[config.mk]
export PLATFORM = sky130hd
export DESIGN_NAME = lf_edge_gap_detector
export DESIGN_NICKNAME = d
export VERILOG_FILES = /design/src/rtl/lf_edge_gap_detector.sv
export SDC_FILE = /design/constraint.sdc
export NUM_CORES = 1
export LEC_CHECK = 0
export BUFFER_PORTS_ARGS = -buffer_cell sky130_fd_sc_hd__buf_4
export CORE_MARGIN = 2
export CORE_UTILIZATION = 62
export CTS_BUF_LIST = sky130_fd_sc_hd__clkbuf_4
export CTS_CLUSTER_DIAMETER = 150
export DETAILED_ROUTE_END_ITERATION = 6
export GPL_TIMING_DRIVEN = 0
export PLACE_DENSITY = 0.84
export SLEW_MARGIN = 20
export SYNTH_ARGS = -nofsm -noshare
export SYNTH_HDL_FRONTEND = slang
export SYNTH_SLANG_ARGS = --single-unit
[constraint.sdc]
create_clock -name clk -period 4.32 [get_ports clk]
set_input_delay 0.648 -clock clk [delete_from_list [all_inputs] [get_ports clk]]
set_output_delay 0.648 -clock clk [all_outputs]
set_load 0.03 [all_outputs]
[src/rtl/lf_edge_gap_detector.sv]
module lf_edge_gap_detector #(
  parameter int SMP_W      = 8,
  parameter int CNT_W      = 16,
  parameter int CAL_LOG2   = 5,
  parameter int BAND       = 20,
  parameter int IDLE_TICKS = 100000
) (
  input  logic             clk,
  input  logic             rst_n,
  input  logic             start,
  input  logic [1:0]       mode,
  input  logic [CNT_W-1:0] max_cnt,
  input  logic             abort,
  input  logic             clr,
  input  logic             smp_vld,
  input  logic [SMP_W-1:0] smp,
  output logic             done,
  output logic [CNT_W-1:0] count,
  output logic             tag_mod,
  output logic             rdr_mod,
  output logic [SMP_W-1:0] baseline
);
  localparam int CAL_N  = 1 << CAL_LOG2;
  localparam int SUM_W  = SMP_W + CAL_LOG2;
  localparam int IDLE_W = $clog2(IDLE_TICKS + 1);
  localparam logic [1:0] M_EDGE = 2'b00;
  localparam logic [1:0] M_GAP  = 2'b01;

  logic                cal_done;
  logic [CAL_LOG2-1:0] cal_cnt;
  logic [SUM_W-1:0]    sum;
  logic                busy, pol;
  logic [1:0]          mode_q;
  logic [CNT_W-1:0]    max_q, cnt;
  logic [IDLE_W-1:0]   idle;
  logic [SMP_W-1:0]    prev;

  wire [SUM_W-1:0] sum_n  = sum + SUM_W'(smp);
  wire [SMP_W-1:0] peak   = baseline + SMP_W'(BAND);
  wire [SMP_W-1:0] trough = baseline - SMP_W'(BAND);
  wire [CNT_W-1:0] cnt_n  = cnt + 1'b1;
  wire edge_hit = pol ? (prev > peak && smp <= prev) : (prev < trough && smp >= prev);
  wire hit = (mode_q == M_EDGE) ? edge_hit : (mode_q == M_GAP) ? (smp == '0) : 1'b0;

  assign rdr_mod = pol;
  assign tag_mod = ~pol;

  always_ff @(posedge clk or negedge rst_n) begin
    if (!rst_n) begin
      cal_done <= 1'b0; cal_cnt <= '0; sum <= '0; baseline <= '0;
      busy <= 1'b0; pol <= 1'b0; mode_q <= M_EDGE; max_q <= '0;
      cnt <= '0; idle <= '0; prev <= '1; done <= 1'b0; count <= '0;
    end else begin
      done <= 1'b0;
      if (!cal_done) begin
        if (smp_vld) begin
          if (cal_cnt == CAL_LOG2'(CAL_N - 1)) begin
            baseline <= sum_n[SUM_W-1:CAL_LOG2];
            prev     <= sum_n[SUM_W-1:CAL_LOG2];
            cal_done <= 1'b1;
          end else begin
            sum     <= sum_n;
            cal_cnt <= cal_cnt + 1'b1;
          end
        end
      end else if (busy) begin
        if (abort) begin
          busy <= 1'b0; done <= 1'b1; count <= '0;
        end else if (smp_vld) begin
          cnt  <= cnt_n;
          idle <= '0;
          prev <= smp;
          if (hit) begin
            busy <= 1'b0; done <= 1'b1; count <= cnt_n;
            if (mode_q == M_EDGE) pol <= ~pol;
          end else if (cnt_n >= max_q) begin
            busy <= 1'b0; done <= 1'b1; count <= '0;
          end
        end else if (idle == IDLE_W'(IDLE_TICKS - 1)) begin
          busy <= 1'b0; done <= 1'b1; count <= '0;
        end else begin
          idle <= idle + 1'b1;
        end
      end else if (start) begin
        busy <= 1'b1; mode_q <= mode; max_q <= max_cnt; cnt <= '0; idle <= '0;
      end else if (clr) begin
        pol  <= 1'b0;
        prev <= '1;
      end
    end
  end

  p_done_pulse_r13: assert property (@(posedge clk) disable iff (!rst_n)
    done |=> !done);
  p_abort_zero_r12: assert property (@(posedge clk) disable iff (!rst_n)
    (busy && abort) |=> (done && count == '0 && !busy));
  p_gap_zero_r6: assert property (@(posedge clk) disable iff (!rst_n)
    (busy && !abort && smp_vld && mode_q == M_GAP && smp == '0)
      |=> (done && count == $past(cnt) + 1'b1 && $stable(pol)));
  p_wait_limit_r8: assert property (@(posedge clk) disable iff (!rst_n)
    (busy && !abort && smp_vld && mode_q[1] && cnt + 1'b1 >= max_q) |=> (done && count == '0));
  p_clear_r10: assert property (@(posedge clk) disable iff (!rst_n)
    (cal_done && !busy && !start && clr) |=> (tag_mod && prev == '1));
  p_pol_moves_r11: assert property (@(posedge clk) disable iff (!rst_n)
    !$stable(rdr_mod) |-> (done || $past(clr)));
  p_start_ignored_r13: assert property (@(posedge clk) disable iff (!rst_n)
    (busy && !abort && !smp_vld && start) |=> $stable(mode_q));
endmodule

======== Yosys cells after proc, flatten, opt, wreduce, memory -nomap -nowiden ========
Cells that the tools add are included.
operators by class
  reduce and logical (&&, ||, !) cells .... 17
  magnitude comparators ................... 5
  bitwise gates (word level) .............. 4
  equality and inequality tests ........... 13
  add/subtract/negate cells ............... 6
  mux-type cells .......................... 49
operators by type and width
  cell                   number
  $mux 16                9
  $mux 17                5
  $mux 8                 8
  $mux 1                 27
  $add 17x1->17 const B  1
  $eq 17x17->1 const B   1
  $add 16x1->16 const B  1
  $ge 16x16->1           1
  $add 13x8->13          1
  $reduce_and 4->1       3
  $reduce_and 3->1       3
  $add 8x5->8 const B    1
  $ge 8x8->1             1
  $gt 8x8->1             1
  $le 8x8->1             1
  $logic_not 8->1        1
  $lt 8x8->1             1
  $reduce_bool 2->1      4
  $sub 8x5->8 const B    1
  $reduce_and 7->1       1
  $ne 2x1->1 const B     3
  $ne 3x2->1 const B     2
  $ne 3x3->1 const B     2
  $reduce_and 6->1       1
  9 further kinds        14
storage, ports and cells
  input port bits ......................... 32
  logic and storage cells ................. 107
  bits in registers ....................... 105
  output and inout bits ................... 27

======== Logic depth before layout (Yosys ltp) ========
Gate-level depths: netlist of the first run.
  depth in word-level cells ............... 10
  gate-level depth with buffers ........... 16
  mapped depth without buffers ............ 15

======== Worst setup path before layout of the first run ========
OpenSTA, ideal clock, no wires.
  path kind ............................... flip-flop to flip-flop
  from .................................... reg cnt[0]
  to ...................................... reg count[4]
  required time ........................... 4.196 ns
  cell stages (with the launch flop) ...... 17
  library setup time ...................... 0.124 ns
  clock period less this slack ............ 3.360 ns
  path buffers ............................ 1
  arrival ................................. 3.236 ns
  setup slack ............................. 0.960 ns
  path through ............................ dfrtp_1 ha_1 and3_1 and3_1 and2_1 and3_1 nand3_1 xor2_1 inv_1 ha_1 and4_1 nand3_1 o211a_1 a221oi_2 nand2_2 buf_6 o2bb2ai_1
on the way
  word-level cells in the longest chain between the ends .. 4
  elaborated cells between the ends (all ways) .. 7
  those cells by class .................... add/sub: 1; order compare: 1; eq/ne: 1; mux: 3; reduce/logical: 1
ends and longest elaborated chain
  element                                                       RTL line  source
  start: declaration                                            34        logic [CNT_W-1:0] max_q, cnt;
  start signal: assignment                                      70        cnt <= cnt_n;
  $add 16x1->16 (*)                                             41        wire [CNT_W-1:0] cnt_n = cnt + 1'b1;
  $ge 16x16->1 / $mux 16 (equally long branches)                76, 73
  $ne 4x2->1 (no line) / $mux 16 (equally long branches)        n/a
  $reduce_and 4->1 (no line) / $mux 16 (equally long branches)  n/a
  end signal: assignment                                        74        busy <= 1'b0; done <= 1'b1; count <= cnt_n;
  end signal: assignment                                        77        busy <= 1'b0; done <= 1'b1; count <= '0;
  end signal: assignment                                        80        busy <= 1'b0; done <= 1'b1; count <= '0;
  end: declaration                                              18        output logic [CNT_W-1:0] count,
Every way passes the cells marked *; elsewhere a longest branch is shown, timed or not.
A chain may end at the register's enable or synchronous reset.

======== Worst setup path after layout of the first run ========
  from .................................... reg cnt[0]
  to ...................................... reg count[14]
The elaborated chain is that of the path after synthesis.

==> results of run 1 <==
==> sequential cells by signal, summed over array words and instances, names as in the netlist <==
register and flops:
count 16, cnt 16, rdr_mod 1, mode_q 2, busy 1, baseline 8
sum 13, cal_done 1, cal_cnt 5, done 1, idle 17, max_q 16
prev 8
==> power groups by stage <==
stage	Combinational (uW)	Sequential [uW]	Clock (uW)
after floorplan	1390	1590	0
after global placement	1860	1560	0
after detailed placement	1970	1580	0
after CTS	1980	1560	490
after global routing	2250	1620	529
final	1980	1570	475
==> metal layers <==
| layer | share of wire [%] | GRT usage (%) | up-vias |
|---|---|---|---|
| li1 | - | - | 2415 |
| met1 | 44 | 36.9 | 2451 |
| met2 | 49 | 44.8 | 139 |
| met3 | 5.6 | 6.39 | 16 |
| met4 | 1.4 | 7.05 | 0 |
| met5 | 0 | 0 | - |
==> final timing paths <==
| check | start | end | slack [ps] | depth (start not counted) |
|---|---|---|---|---|
| setup / recovery | cnt[0] | count[14] | 350 | 16 |
| hold / removal | rst_n | baseline[2] | 230 | 1 |
| setup reg to reg | cnt[0] | count[14] | 350 | 16 |
| hold reg to reg | cal_cnt[3] | cal_cnt[3] | 480 | 1 |
| max in group asynchronous | rst_n | sum[1] | 3400 | 1 |
| min in group clk | max_cnt[3] | max_q[3] | 400 | 2 |
==> cells by family (layout without fill, tap and decap cells) <==
family	after synthesis	in the layout	synth area share, %
AO/OA/AOI/OAI	144	144	14.6
XOR/XNOR	55	55	7.78
adder cells (fa/ha/maj)	52	52	10.6
buffers and inverters	76	150	4.81
flip-flops	105	105	42.6
multiplexers	19	19	3.46
AND/OR/NAND/NOR	206	206	16.1
==> metrics by stage <==
stage	hold slack [ps]	instance area (sq um)	util [%]	setup WS, ps	cells
2_1_floorplan	352	6190	-	960	657
3_3_place_gp	453	6790	69.8	466	848
3_5_place_dp	463	6790	69.8	343	848
4_1_cts	285	6920	71.2	259	864
5_1_grt	310	6930	71.2	55.0	864
6_report	228	6930	71.2	354	864
==> placed cells by master (no fill, tap or decap), drive strengths merged, types with 24 or more instances in the layout <==
cell type	synthesis	layout
buf	3	61
o21ai	67	67
xnor2	34	34
clkbuf	15	24
nand2	87	87
ha	51	51
inv	58	61
a21oi	25	25
dfrtp	97	97
nor2	40	40
==> Yosys cell counts (6+ instances only) <==
cell type   n  share of area [%]
nor3_1     10               0.81
nand3_1    16                1.3
dfstp_2     8                3.4
nand2_1    86                5.2
o21ai_0    67                5.4
nand4_1    10                1.0
inv_1      58                3.5
nor2_1     40                2.4
mux2_2     19                3.5
xnor2_1    34                4.8
a21o_1      6               0.73
o2bb2ai_1  18                2.5
dfrtp_1    97                 39
and3_1     10                1.0
ha_1       51                 10
a21oi_1    25                2.0
clkbuf_1   15               0.91
xor2_1     21                3.0
==> cell type report <==
type,instances,area [sq um]
clock buffer,9,67.6
clock inverter,7,61.3
buffer,18,80.1
multi-input combinational,476,3260
timing repair buffer,58,439
fill,756,2800
tap,133,166
inverter,58,218
sequential,105,2640
==> worst max-delay path, stage by stage, from the launching register on <==
cell,delay (ps)
dfrtp_2,480
ha_1,250
and3_1,230
and3_1,270
and2_1,230
and3_1,250
nand3_1,130
xor2_2,200
inv_1,60
ha_1,290
and4_1,240
o311ai_0,160
o211a_1,220
a221oi_2,270
nand2_2,210
buf_6,210
o2bb2ai_1,130
==> repair_timing <==
item                       CTS  global route
gates resized for setup      0             2
setup endpoints to repair    0             9
hold buffers                 0             0
==> flow_summary_export.csv, run 1 <==
group,metric,value,unit
status,status,"finished clean",
synth,yosysSeqAreaShare,42.6,%
sta,max_slew_margin,35.6,%
cts,cts_made_buffers,9,
grt,antenna_found_initial,0,
floorplan,fp.dieW,104,um
synth,syn_area,6190,sq um
floorplan,rows,36,
floorplan,die_y,104,um
layout,drive_gt1_share,16.0,%
drt,drt-initial-drc-count,292,
drt,vias_per_cell,5.81,
layout,layout.nets,810,
synth,yosys_register_bits,105,
sta,finalHoldViolations,0,
synth,synth.yosys.warnings,0,
grt,grt_pass1_vias,5074,
sta,fmax,252,MHz
synth,postSynthAreaPerCell,9.42,sq um
power,switching_power,1770,uW
flow_run,max-cap-violations,0,
cts,clk_latency,490,ps
setup_path,arrival,4330,ps
drt,post_drt_wl_per_cell,15.9,um
setup_path,crit_path_end_kind,"flop",
sta,layout_min_cycle_time,3970,ps
power,p_seq_share,39.0,%
drt,vias,5021,
power,internal_power,2260,uW
sta,fin_crit_sh,91.8,%
grt,grt_usage,27.3,%
placement,port-buffer-count,58,
drt,ant_nets,0,
cts,numClockSinks,105,
power,clockPowerShare,11.8,%
drt,drc,0,
drt,routed_wl,13.7,mm
power,p_per_area,581,nW/um^2
sta,rsz0062_at_grt,"no",
cts,clock_path_buffers,2,
sta,finalSetupTns,0,ps
power,peakVddDrop,390,uV
synth,synth_edf_count,0,
setup_path,start_kind,"flop",
power,power.share.combinational,49.2,%
placement,hpwl,10.3,mm
layout,antenna_cells,0,
setup_path,crit_required,4680,ps
synth,ys.flop_type,"dfrtp_1",
cts,cts_tree,"done",
synth,syn_nets,741,
floorplan,core_area,9730,sq um
synth,post_synth_num_cell_types,57,
setup_path,critPathMaxFanout,10,
setup_path,worst-setup-path-type,"flop to flop",
power,switching_share,43.9,%
sta,clock_skew,30.2,ps
grt,grt_overflow,0,
cts,clk_pin_slew,190,ps
synth,async_flop_share,100,%
synth,syn-instance-count,657,
placement,place_congestion,0.921,
cts,htree_levels,3,
power,power,4030,uW
grt,grt_pass1_wl,23.9,mm
grt,grt_max_degree,106,
worst_hold_path,hold_class,"input port to asynchronous set/reset pin",
layout,area_growth,12.0,%
floorplan,initial_utilization,63.6,%
cts,cts-root-buf,"clkbuf_4",
floorplan,die_area,10800,sq um
sta,tightest_slew,966,ps
floorplan,ios,59,
cts,post_cts_buffers,0,
power,power_leakage,0.00334,uW
drt,firstDrtPassIters,5,
sta,setup_viol,0,
sta,drv_slew,0,
Power figures use the tool's default switching activity.
==> run 2, diff against run 1 <==
==> constraint.sdc (replaced) <==
create_clock -name clk -period 4 [get_ports clk]
set_input_delay 0.4 -clock clk [delete_from_list [all_inputs] [get_ports clk]]
set_output_delay 0.4 -clock clk [all_outputs]
set_load 0.03 [all_outputs]
==> run 2 against run 1 <==
  * The flow now finishes with violations (hold timing)
  * Sequential share of layout area is 0.25 points lower
  * Clock skew is 0.80 ps higher
  * First-iteration DRC count down 11%
  * Die area unchanged
  * Clock power is 7.4% higher
  * Via count increased by 1.2%
  * Power grew 8.7%
  * Count of clock-buffer cells in the layout unchanged
  * Worst hold slack got worse by 230 ps
  * Non-clock buffer count up 4
==> flow_summary_export.csv, run 2 (synthesis results as in run 1) <==
group,metric,value,unit
layout,fillers,747,
power,power.share.combinational,49.7,%
setup_path,crit_required,4360,ps
grt,antenna_found_initial,0,
power,p_seq_share,38.6,%
placement,hpwl,10.3,mm
power,power_leakage,0.00337,uW
grt,grt_overflow,0,
floorplan,fp.dieW,104,um
cts,cts-root-buf,"clkbuf_4",
layout,largest_reg_flops,17,
setup_path,critPathMaxFanout,10,
layout,drive_gt1_share,16.7,%
placement,port-buffer-count,58,
power,p_per_area,628,nW/um^2
floorplan,core_area,9730,sq um
layout,final_cell_mix,"96 x dfrtp_1, 86 x nand2_1, 67 x o21ai_0, 61 x buf_4, 58 x inv_1",
layout,regArea,2640,sq um
placement,place_congestion,0.921,
cts,cts_tree,"done",
setup_path,crit_path_end_kind,"flop",
setup_path,r2r_end,"count[14]",
layout,multi_input_comb_area,3260,sq um
setup_path,worst-setup-path-type,"flop to flop",
drt,ant_nets,0,
power,switching_power,1920,uW
power,clockPowerShare,11.7,%
sta,finalHoldViolations,5,
floorplan,ios,59,
status,failed_checks,"hold timing",
layout,registers.top_by_ff_count,"idle",
grt,grt_usage,27.3,%
layout,postLayoutCellArea,6980,sq um
drt,firstDrtPassIters,5,
layout,area_growth,12.7,%
drt,drc,0,
cts,clock_path_buffers,2,
worst_hold_path,hold_class,"input port to asynchronous set/reset pin",
drt,drt-initial-drc-count,261,
floorplan,rows,36,
sta,setup_viol,0,
floorplan,initial_utilization,63.6,%
placement,dp.cells,848,
sta,tightest_slew,950,ps
sta,rsz0062_at_grt,"no",
floorplan,die_y,104,um
drt,post_drt_wl_per_cell,15.9,um
sta,clock_skew,31.0,ps
floorplan,die_area,10800,sq um
power,peakVddDrop,420,uV
grt,grt_pass1_wl,23.9,mm
flow_run,max-cap-violations,0,
sta,drv_slew,0,
layout,layout.nets,814,
setup_path,start_kind,"flop",
cts,clk_pin_slew,190,ps
sta,layout_min_cycle_time,3810,ps
grt,grt_pass1_vias,5072,
setup_path,worstRegToRegCells,16,
sta,fmax,263,MHz
power,internal_power,2460,uW
sta,max_slew_margin,36.7,%
setup_path,arrival,4170,ps
drt,vias_per_cell,5.85,
power,power,4380,uW
layout,final_common_cell,"dfrtp_1",
power,switching_share,43.7,%
status,status,"finished, violations left",
sta,holdWs,-5.05,ps
drt,vias,5081,
drt,routed_wl,13.8,mm
layout,antenna_cells,0,
cts,numClockSinks,105,
cts,cts_made_buffers,9,
placement,placed_area,6790,sq um
sta,finalSetupTns,0,ps
setup_path,r2r_slack,190,ps
cts,clk_latency,490,ps
layout,stdcell_count,868,
setup_path,r2r-start,"cnt[0]",
layout,fin_util,71.7,%
sta,fin_crit_sh,95.2,%
grt,grt_max_degree,106,
cts,htree_levels,3,
## run 2: changes by cell type in the layout (fill, tap and decap cells not counted)
cell	previous run	this run
and3_1	10	8
buf_4	58	61
and3_2	1	3
buf_12	0	1
## run 2: layout make-up
type	instances	area share [%]
buffer	18	1.15
clock buffer	9	0.968
clock inverter	7	0.879
inverter	58	3.12
multi-input combinational	476	46.8
sequential	105	37.8
tap	133	2.39
timing repair buffer	62	6.90
## run 2: critical path, stage by stage (launching register included)
cell and delay (ps):
dfrtp_2 470, ha_1 260, and3_1 240, and3_2 260, and2_1 190, and3_2 250, nand3_1 120, xor2_2 210
inv_1 60, ha_1 290, and4_1 240, o311ai_0 170, o211a_1 190, a221oi_2 290, nand2_2 140, buf_6 180
o2bb2ai_1 130
## run 2: what timing repair did
action,4_1_cts,5_1_grt
resized for setup,1,3
endpoints found under the setup margin,8,18
pin swaps,0,3
hold buffers,0,0
setup buffers,0,4
## run 2: power by group through the flow
stage               clock (uW)  sequential [uW]  combinational, uW
global placement             0             1690               2010
global route               571             1740               2460
CTS                        529             1690               2140
floorplan                    0             1720               1500
detailed placement           0             1710               2130
finish                     510             1690               2180
## run 2: how the worst max path moves through the flow
stage                      start   endpoint  slack, ps
after floorplan           cnt[0]   count[4]        640
after global placement    cnt[0]  count[14]        150
after detailed placement  cnt[0]   count[2]         20
after CTS                 cnt[0]  count[14]          6
after global routing      cnt[0]   count[9]         10
final                     cnt[0]  count[14]        190
## run 2: through the flow
step	setup WS, ps	hold WS (ps)
after CTS	5.83	36.5
final	191	-5.05
after global placement	146	453
after floorplan	640	104
after detailed placement	23.1	463
after global routing	9.89	61.7
## run 2: metal layers
layer / vias up / global-route usage, % / part of all wire [%]
li1: 2421 / - / -
met1: 2484 / 36.9 / 44
met2: 157 / 44.8 / 48
met3: 19 / 6.39 / 5.8
met4: 0 / 7.05 / 1.5
met5: - / 0 / 0
